**config.mk**
```make
export PLATFORM = sky130hd
export DESIGN_NAME = sha1_mac_engine
export DESIGN_NICKNAME = d
export VERILOG_FILES = /design/src/rtl/sha1_mac_engine.sv
export SDC_FILE = /design/constraint.sdc
export NUM_CORES = 2
export LEC_CHECK = 0
export BUFFER_PORTS_ARGS = -buffer_cell sky130_fd_sc_hd__buf_4
export CELL_PAD_IN_SITES_DETAIL_PLACEMENT = 1
export CELL_PAD_IN_SITES_GLOBAL_PLACEMENT = 2
export CORE_MARGIN = 2
export CORE_UTILIZATION = 44
export CTS_BUF_LIST = sky130_fd_sc_hd__clkbuf_4 sky130_fd_sc_hd__clkbuf_8
export DETAILED_ROUTE_END_ITERATION = 8
export PLACE_DENSITY_LB_ADDON = 0.1
export SYNTH_ARGS = -nofsm -noshare
export SYNTH_HDL_FRONTEND = slang
export SYNTH_SLANG_ARGS = --single-unit
```
**constraint.sdc**
```tcl
create_clock -name clk -period 12.02 [get_ports clk]
set_input_delay 0.601 -clock clk [delete_from_list [all_inputs] [get_ports clk]]
set_output_delay 0.601 -clock clk [all_outputs]
set_load 0.005 [all_outputs]
```
**src/rtl/sha1_mac_engine.sv**
```systemverilog
module sha1_mac_engine #(
  parameter int          ROUNDS   = 80,
  parameter logic [31:0] PAD_BASE = 32'hA5A5_A500,
  parameter logic [31:0] LEN_WORD = 32'h0000_0200
) (
  input  logic         clk,
  input  logic         rst_n,
  input  logic         chal_we,
  input  logic         chal_hi,
  input  logic [31:0]  chal_wdata,
  input  logic         start,
  input  logic         use_id,
  input  logic [63:0]  secret,
  input  logic [63:0]  dev_id,
  output logic         busy,
  output logic         done,
  output logic [159:0] mac
);
  localparam int CW = $clog2(ROUNDS);
  localparam logic [31:0] H0 = 32'h6745_2301;
  localparam logic [31:0] H1 = 32'hEFCD_AB89;
  localparam logic [31:0] H2 = 32'h98BA_DCFE;
  localparam logic [31:0] H3 = 32'h1032_5476;
  localparam logic [31:0] H4 = 32'hC3D2_E1F0;

  logic [31:0]   a, b, c, d, e;
  logic [31:0]   w [16];
  logic [CW-1:0] rnd;
  logic [63:0]   chal;
  logic [31:0]   f, kc, t_next, w_new;

  function automatic logic [31:0] blk_word(input int k, input logic [63:0] s,
                                           input logic [63:0] ch, input logic [63:0] id,
                                           input logic sel);
    case (k)
      0:  return s[63:32];
      1:  return s[31:0];
      2:  return ch[63:32];
      3:  return ch[31:0];
      4:  return sel ? id[63:32] : (PAD_BASE | 32'(k));
      5:  return sel ? id[31:0]  : (PAD_BASE | 32'(k));
      15: return LEN_WORD;
      default: return PAD_BASE | 32'(k);
    endcase
  endfunction

  always_comb begin
    if (rnd < CW'(20)) begin
      f = (b & c) | (~b & d);  kc = 32'h5A82_7999;
    end else if (rnd < CW'(40)) begin
      f = b ^ c ^ d;           kc = 32'h6ED9_EBA1;
    end else if (rnd < CW'(60)) begin
      f = (b & c) | (b & d) | (c & d); kc = 32'h8F1B_BCDC;
    end else begin
      f = b ^ c ^ d;           kc = 32'hCA62_C1D6;
    end
  end

  assign t_next = {a[26:0], a[31:27]} + f + e + kc + w[0];
  assign w_new  = {w[13][30:0] ^ w[8][30:0] ^ w[2][30:0] ^ w[0][30:0],
                   w[13][31] ^ w[8][31] ^ w[2][31] ^ w[0][31]};

  always_ff @(posedge clk or negedge rst_n) begin
    if (!rst_n) begin
      busy <= 1'b0;
      done <= 1'b0;
      mac  <= '0;
      chal <= '0;
      rnd  <= '0;
      a <= '0; b <= '0; c <= '0; d <= '0; e <= '0;
      for (int k = 0; k < 16; k++) w[k] <= '0;
    end else begin
      done <= 1'b0;
      if (!busy) begin
        if (start) begin
          busy <= 1'b1;
          rnd  <= '0;
          a <= H0; b <= H1; c <= H2; d <= H3; e <= H4;
          for (int k = 0; k < 16; k++) w[k] <= blk_word(k, secret, chal, dev_id, use_id);
          chal <= '0;
        end else if (chal_we) begin
          if (chal_hi) chal[63:32] <= chal_wdata;
          else         chal[31:0]  <= chal_wdata;
        end
      end else begin
        e <= d;
        d <= c;
        c <= {b[1:0], b[31:2]};
        b <= a;
        a <= t_next;
        for (int k = 0; k < 15; k++) w[k] <= w[k+1];
        w[15] <= w_new;
        rnd <= rnd + 1'b1;
        if (rnd == CW'(ROUNDS - 1)) begin
          busy <= 1'b0;
          done <= 1'b1;
          mac  <= {t_next + H0, a + H1, {b[1:0], b[31:2]} + H2, c + H3, d + H4};
        end
      end
    end
  end
endmodule


```
==> flow_results.xml <==
<?xml version="1.0" encoding="UTF-8"?>
<metrics>
  <group name="synth">
    <metric name="ys.warnings.count" unit="">0</metric>
    <metric name="synthTopCellsByArea" unit="">sky130_fd_sc_hd__dfrtp_1 (52%), sky130_fd_sc_hd__nand2_1 (6.5%), sky130_fd_sc_hd__o21ai_0 (6.4%)</metric>
    <metric name="dominant_combinational_cell_family_by_area_after_synthesis" unit="">compound AO/OA/AOI/OAI gates</metric>
    <metric name="ys_dominant_reg_cell" unit="">sky130_fd_sc_hd__dfrtp_1</metric>
    <metric name="synth_enable_flop_cells" unit="">0</metric>
    <metric name="synth.mux.area_fraction" unit="%">3.55</metric>
    <metric name="syn-num-nets" unit="">4483</metric>
    <metric name="ys_top_cells_by_count" unit="">sky130_fd_sc_hd__dfrtp_1 (905), sky130_fd_sc_hd__nand2_1 (751), sky130_fd_sc_hd__o21ai_0 (554)</metric>
    <metric name="synthMostInstantiatedCell" unit="">sky130_fd_sc_hd__dfrtp_1</metric>
    <metric name="postSynthRegisterBits" unit="">905</metric>
    <metric name="fraction_of_the_yosys_area_taken_by_sequential_cells" unit="%">52.2</metric>
    <metric name="post_synth_inst_count" unit="">4154</metric>
    <metric name="compound_gate_portion_of_the_synthesized_area" unit="%">18.1</metric>
    <metric name="async_flop_share" unit="%">100</metric>
    <metric name="area_share_of_the_largest_cell_type_after_synthesis" unit="%">52.2</metric>
    <metric name="synth_xor_area_share" unit="%">5.33</metric>
    <metric name="synth_simple_gate_area_share" unit="%">9.88</metric>
    <metric name="synth_top_area_cell" unit="">sky130_fd_sc_hd__dfrtp_1</metric>
    <metric name="post_synthesis_cell_area" unit="mm²">0.0434</metric>
    <metric name="synth.lib_cells_used.distinct" unit="">93</metric>
    <metric name="yosys.area_share.adder" unit="%">6.78</metric>
    <metric name="postSynthAreaPerCell" unit="µm²">10.4</metric>
  </group>
  <group name="die">
    <metric name="die-height" unit="µm">318</metric>
    <metric name="floorplan.initialDensity" unit="%">44.3</metric>
    <metric name="coreArea" unit="mm²">0.0980</metric>
    <metric name="die_x" unit="µm">318</metric>
    <metric name="die-area" unit="mm²">0.101</metric>
    <metric name="placementRows" unit="">115</metric>
    <metric name="io_pins" unit="">328</metric>
  </group>
  <group name="global_routing">
    <metric name="grt_pass1_wl" unit="µm">212000</metric>
    <metric name="grt_start_max_net_pins" unit="">248</metric>
    <metric name="grt_overflow" unit="">0</metric>
    <metric name="global_route.usage.total" unit="%">27.3</metric>
    <metric name="first_global_vias" unit="">34700</metric>
    <metric name="antenna_found_initial" unit="">3</metric>
  </group>
  <group name="setup_path">
    <metric name="worst_ep_arrival_time" unit="ns">8.09</metric>
    <metric name="critPathLaunch" unit="">rnd[3]</metric>
    <metric name="worstPathMaxFanout" unit="">22</metric>
    <metric name="endpoint_kind" unit="">flop</metric>
    <metric name="kind_of_critical_path" unit="">reg -&gt; reg</metric>
    <metric name="crit_path_start_kind" unit="">flop</metric>
    <metric name="reg2reg_depth" unit="">21</metric>
    <metric name="worstReg2RegStart" unit="">rnd[3]</metric>
    <metric name="reg2reg_slack" unit="ns">4.60</metric>
    <metric name="regToRegEndpoint" unit="">mac[159]</metric>
    <metric name="required" unit="ns">12.70</metric>
  </group>
  <group name="timing">
    <metric name="maxSlewHeadroom" unit="%">26.5</metric>
    <metric name="fin_crit_sh" unit="%">61.7</metric>
    <metric name="timing.final.ws_setup" unit="ns">4.60</metric>
    <metric name="setup_total_negative_slack" unit="ns">0</metric>
    <metric name="achievable-frequency" unit="GHz">0.135</metric>
    <metric name="finClkSkew" unit="ns">0.0401</metric>
    <metric name="slew_at_the_pin_with_the_worst_max_slew_slack" unit="ns">1.10</metric>
    <metric name="report.final.setup_viol" unit="">0</metric>
    <metric name="time_the_final_worst_path_needs_with_i_o_delays_and_setup" unit="ns">7.42</metric>
    <metric name="final_hold_vio_count" unit="">0</metric>
    <metric name="number_of_pins_exceeding_their_max_slew_limit_in_the_final_report" unit="">0</metric>
    <metric name="rsz0062_at_grt" unit="">no</metric>
  </group>
  <group name="clocking">
    <metric name="number_of_cts_inserted_buffers" unit="">159</metric>
    <metric name="cts_num_sinks" unit="">905</metric>
    <metric name="clock_path_buffers" unit="">3</metric>
    <metric name="clk-insertion-delay-late" unit="ns">0.86</metric>
    <metric name="cts.root.buffer_cell" unit="">sky130_fd_sc_hd__clkbuf_8</metric>
    <metric name="h_tree_levels" unit="">4</metric>
    <metric name="tritoncts_clock_tree" unit="">yes</metric>
    <metric name="post_cts.resized_instances" unit="">0</metric>
    <metric name="cts.reportedPaths.clkPinSlew" unit="ns">0.06</metric>
  </group>
  <group name="min_path">
    <metric name="cells_on_worst_hold_path" unit="">3</metric>
    <metric name="hold-path-endpoint" unit="">w[344]</metric>
    <metric name="hp-start" unit="">dev_id[24]</metric>
    <metric name="worst_hold_path_type" unit="">in -&gt; reg</metric>
  </group>
  <group name="routing">
    <metric name="final_antenna_net_count" unit="">0</metric>
    <metric name="drt_iter0_drc" unit="">1964</metric>
    <metric name="drc" unit="">0</metric>
    <metric name="vias_per_cell" unit="">5.49</metric>
    <metric name="via_count" unit="">32400</metric>
    <metric name="detailedRoute.firstPassIterationCount" unit="">5</metric>
    <metric name="wire_per_inst" unit="µm">23.1</metric>
    <metric name="routed_wl" unit="µm">136000</metric>
  </group>
  <group name="placement">
    <metric name="detailed_place_hpwl" unit="µm">95400</metric>
    <metric name="port_buffers" unit="">327</metric>
    <metric name="place_ws" unit="ns">4.63</metric>
    <metric name="gp_routability_congestion" unit="">0.898</metric>
  </group>
  <group name="run_status">
    <metric name="run_status" unit="">finished clean</metric>
  </group>
  <group name="final_layout">
    <metric name="flow.area_growth_from_synthesis" unit="%">18.0</metric>
    <metric name="final_layout_size_suffix_gt1_share" unit="%">15.4</metric>
    <metric name="final_nets" unit="">4822</metric>
  </group>
  <group name="job">
    <metric name="cap_viol_max_count" unit="">0</metric>
  </group>
</metrics>
## through the flow
stage	hold WS [ns]	utilization [%]	instances	area, µm²
after floorplan	0.305	-	4154	43400
after global placement	0.457	47.6	5509	46600
after detailed placement	0.470	47.6	5509	46600
after CTS	0.00152	52.2	5901	51200
after global routing	0.0363	52.2	5904	51200
final	0.0877	52.2	5904	51200
## sequential cells by signal (all words and copies together), names as in the netlist
| register | flops |
|---|---|
| mac | 160 |
| c | 32 |
| b | 32 |
| a | 32 |
| done | 1 |
| busy | 1 |
| rnd | 7 |
| d | 32 |
| w | 512 |
| chal | 64 |
| e | 32 |
## final cells by class
cell class	instances	area, µm²
diodes	3	7.51
clock buffers	260	3220
clock inverters	22	198
fillers	10600	46800
inverters	156	593
multi-input cells	2798	19000
flip-flops and latches	905	22700
well taps	1287	1610
repair buffers	473	3920
## worst max-delay path: stages, from the launching register on
cell and delay [ns]:
sky130_fd_sc_hd__dfrtp_1 0.48, sky130_fd_sc_hd__o21ai_0 0.19, sky130_fd_sc_hd__nand2_1 0.45, sky130_fd_sc_hd__inv_1 0.86, sky130_fd_sc_hd__nor2_2 0.07, sky130_fd_sc_hd__inv_1 0.70, sky130_fd_sc_hd__o221a_2 0.36, sky130_fd_sc_hd__fa_1 0.42
sky130_fd_sc_hd__inv_1 0.10, sky130_fd_sc_hd__fa_1 0.44, sky130_fd_sc_hd__fa_1 0.55, sky130_fd_sc_hd__nor2b_4 0.18, sky130_fd_sc_hd__o31a_4 0.19, sky130_fd_sc_hd__nor3_2 0.06, sky130_fd_sc_hd__or2_1 0.29, sky130_fd_sc_hd__and3b_1 0.21
sky130_fd_sc_hd__a311oi_2 0.39, sky130_fd_sc_hd__nand3_1 0.29, sky130_fd_sc_hd__o41ai_2 0.51, sky130_fd_sc_hd__a311oi_1 0.19, sky130_fd_sc_hd__xor3_1 0.24, sky130_fd_sc_hd__o21ai_1 0.06
## worst max path at each step
stage / cells past startpoint / end
2_1_floorplan: 21 / mac[159]
3_3_place_gp: 21 / mac[159]
3_5_place_dp: 22 / mac[159]
4_1_cts: 21 / mac[159]
5_1_grt: 22 / mac[158]
6_report: 21 / mac[159]
## layer usage
metal / track usage, % / vias up / share of wire (%)
met5: 0 / - / 0
met4: 10.5 / 0 / 3.4
met3: 4.34 / 210 / 3.8
met2: 45.7 / 706 / 49
met1: 35.8 / 16500 / 44
li1: - / 15000 / -
## kinds of logic (layout without fill, tap and decap cells)
group                      Yosys count  in the layout
buffers and inverters              451            911
adders and majority gates          163            163
AOI/OAI and AO/OA                 1181           1181
xor gates and xnor gates           256            256
muxes                              154            154
other                                0              3
DFF                                905            905
and+or+nand+nor                   1044           1044
## what timing repair did
| item | in CTS | in global routing |
|---|---|---|
| hold buffers | 110 | 0 |
| endpoints found under the hold margin | 221 | 0 |
| setup buffers | 0 | 0 |
## cells in the final DEF, fill, tap and decap left out, drive strengths merged, types with 138 or more instances in the layout
| cell | netlist | routed |
|---|---|---|
| nor2 | 154 | 154 |
| mux2i | 154 | 154 |
| inv | 156 | 160 |
| xnor2 | 196 | 196 |
| o22a | 138 | 138 |
| clkbuf | 269 | 260 |
| nand2 | 752 | 752 |
| buf | 24 | 363 |
| dfrtp | 905 | 905 |
| o21ai | 567 | 567 |
| a22o | 171 | 171 |
Power is not shown: default switching activity piles up to over one toggle a cycle in this logic, so the estimate is an artifact.
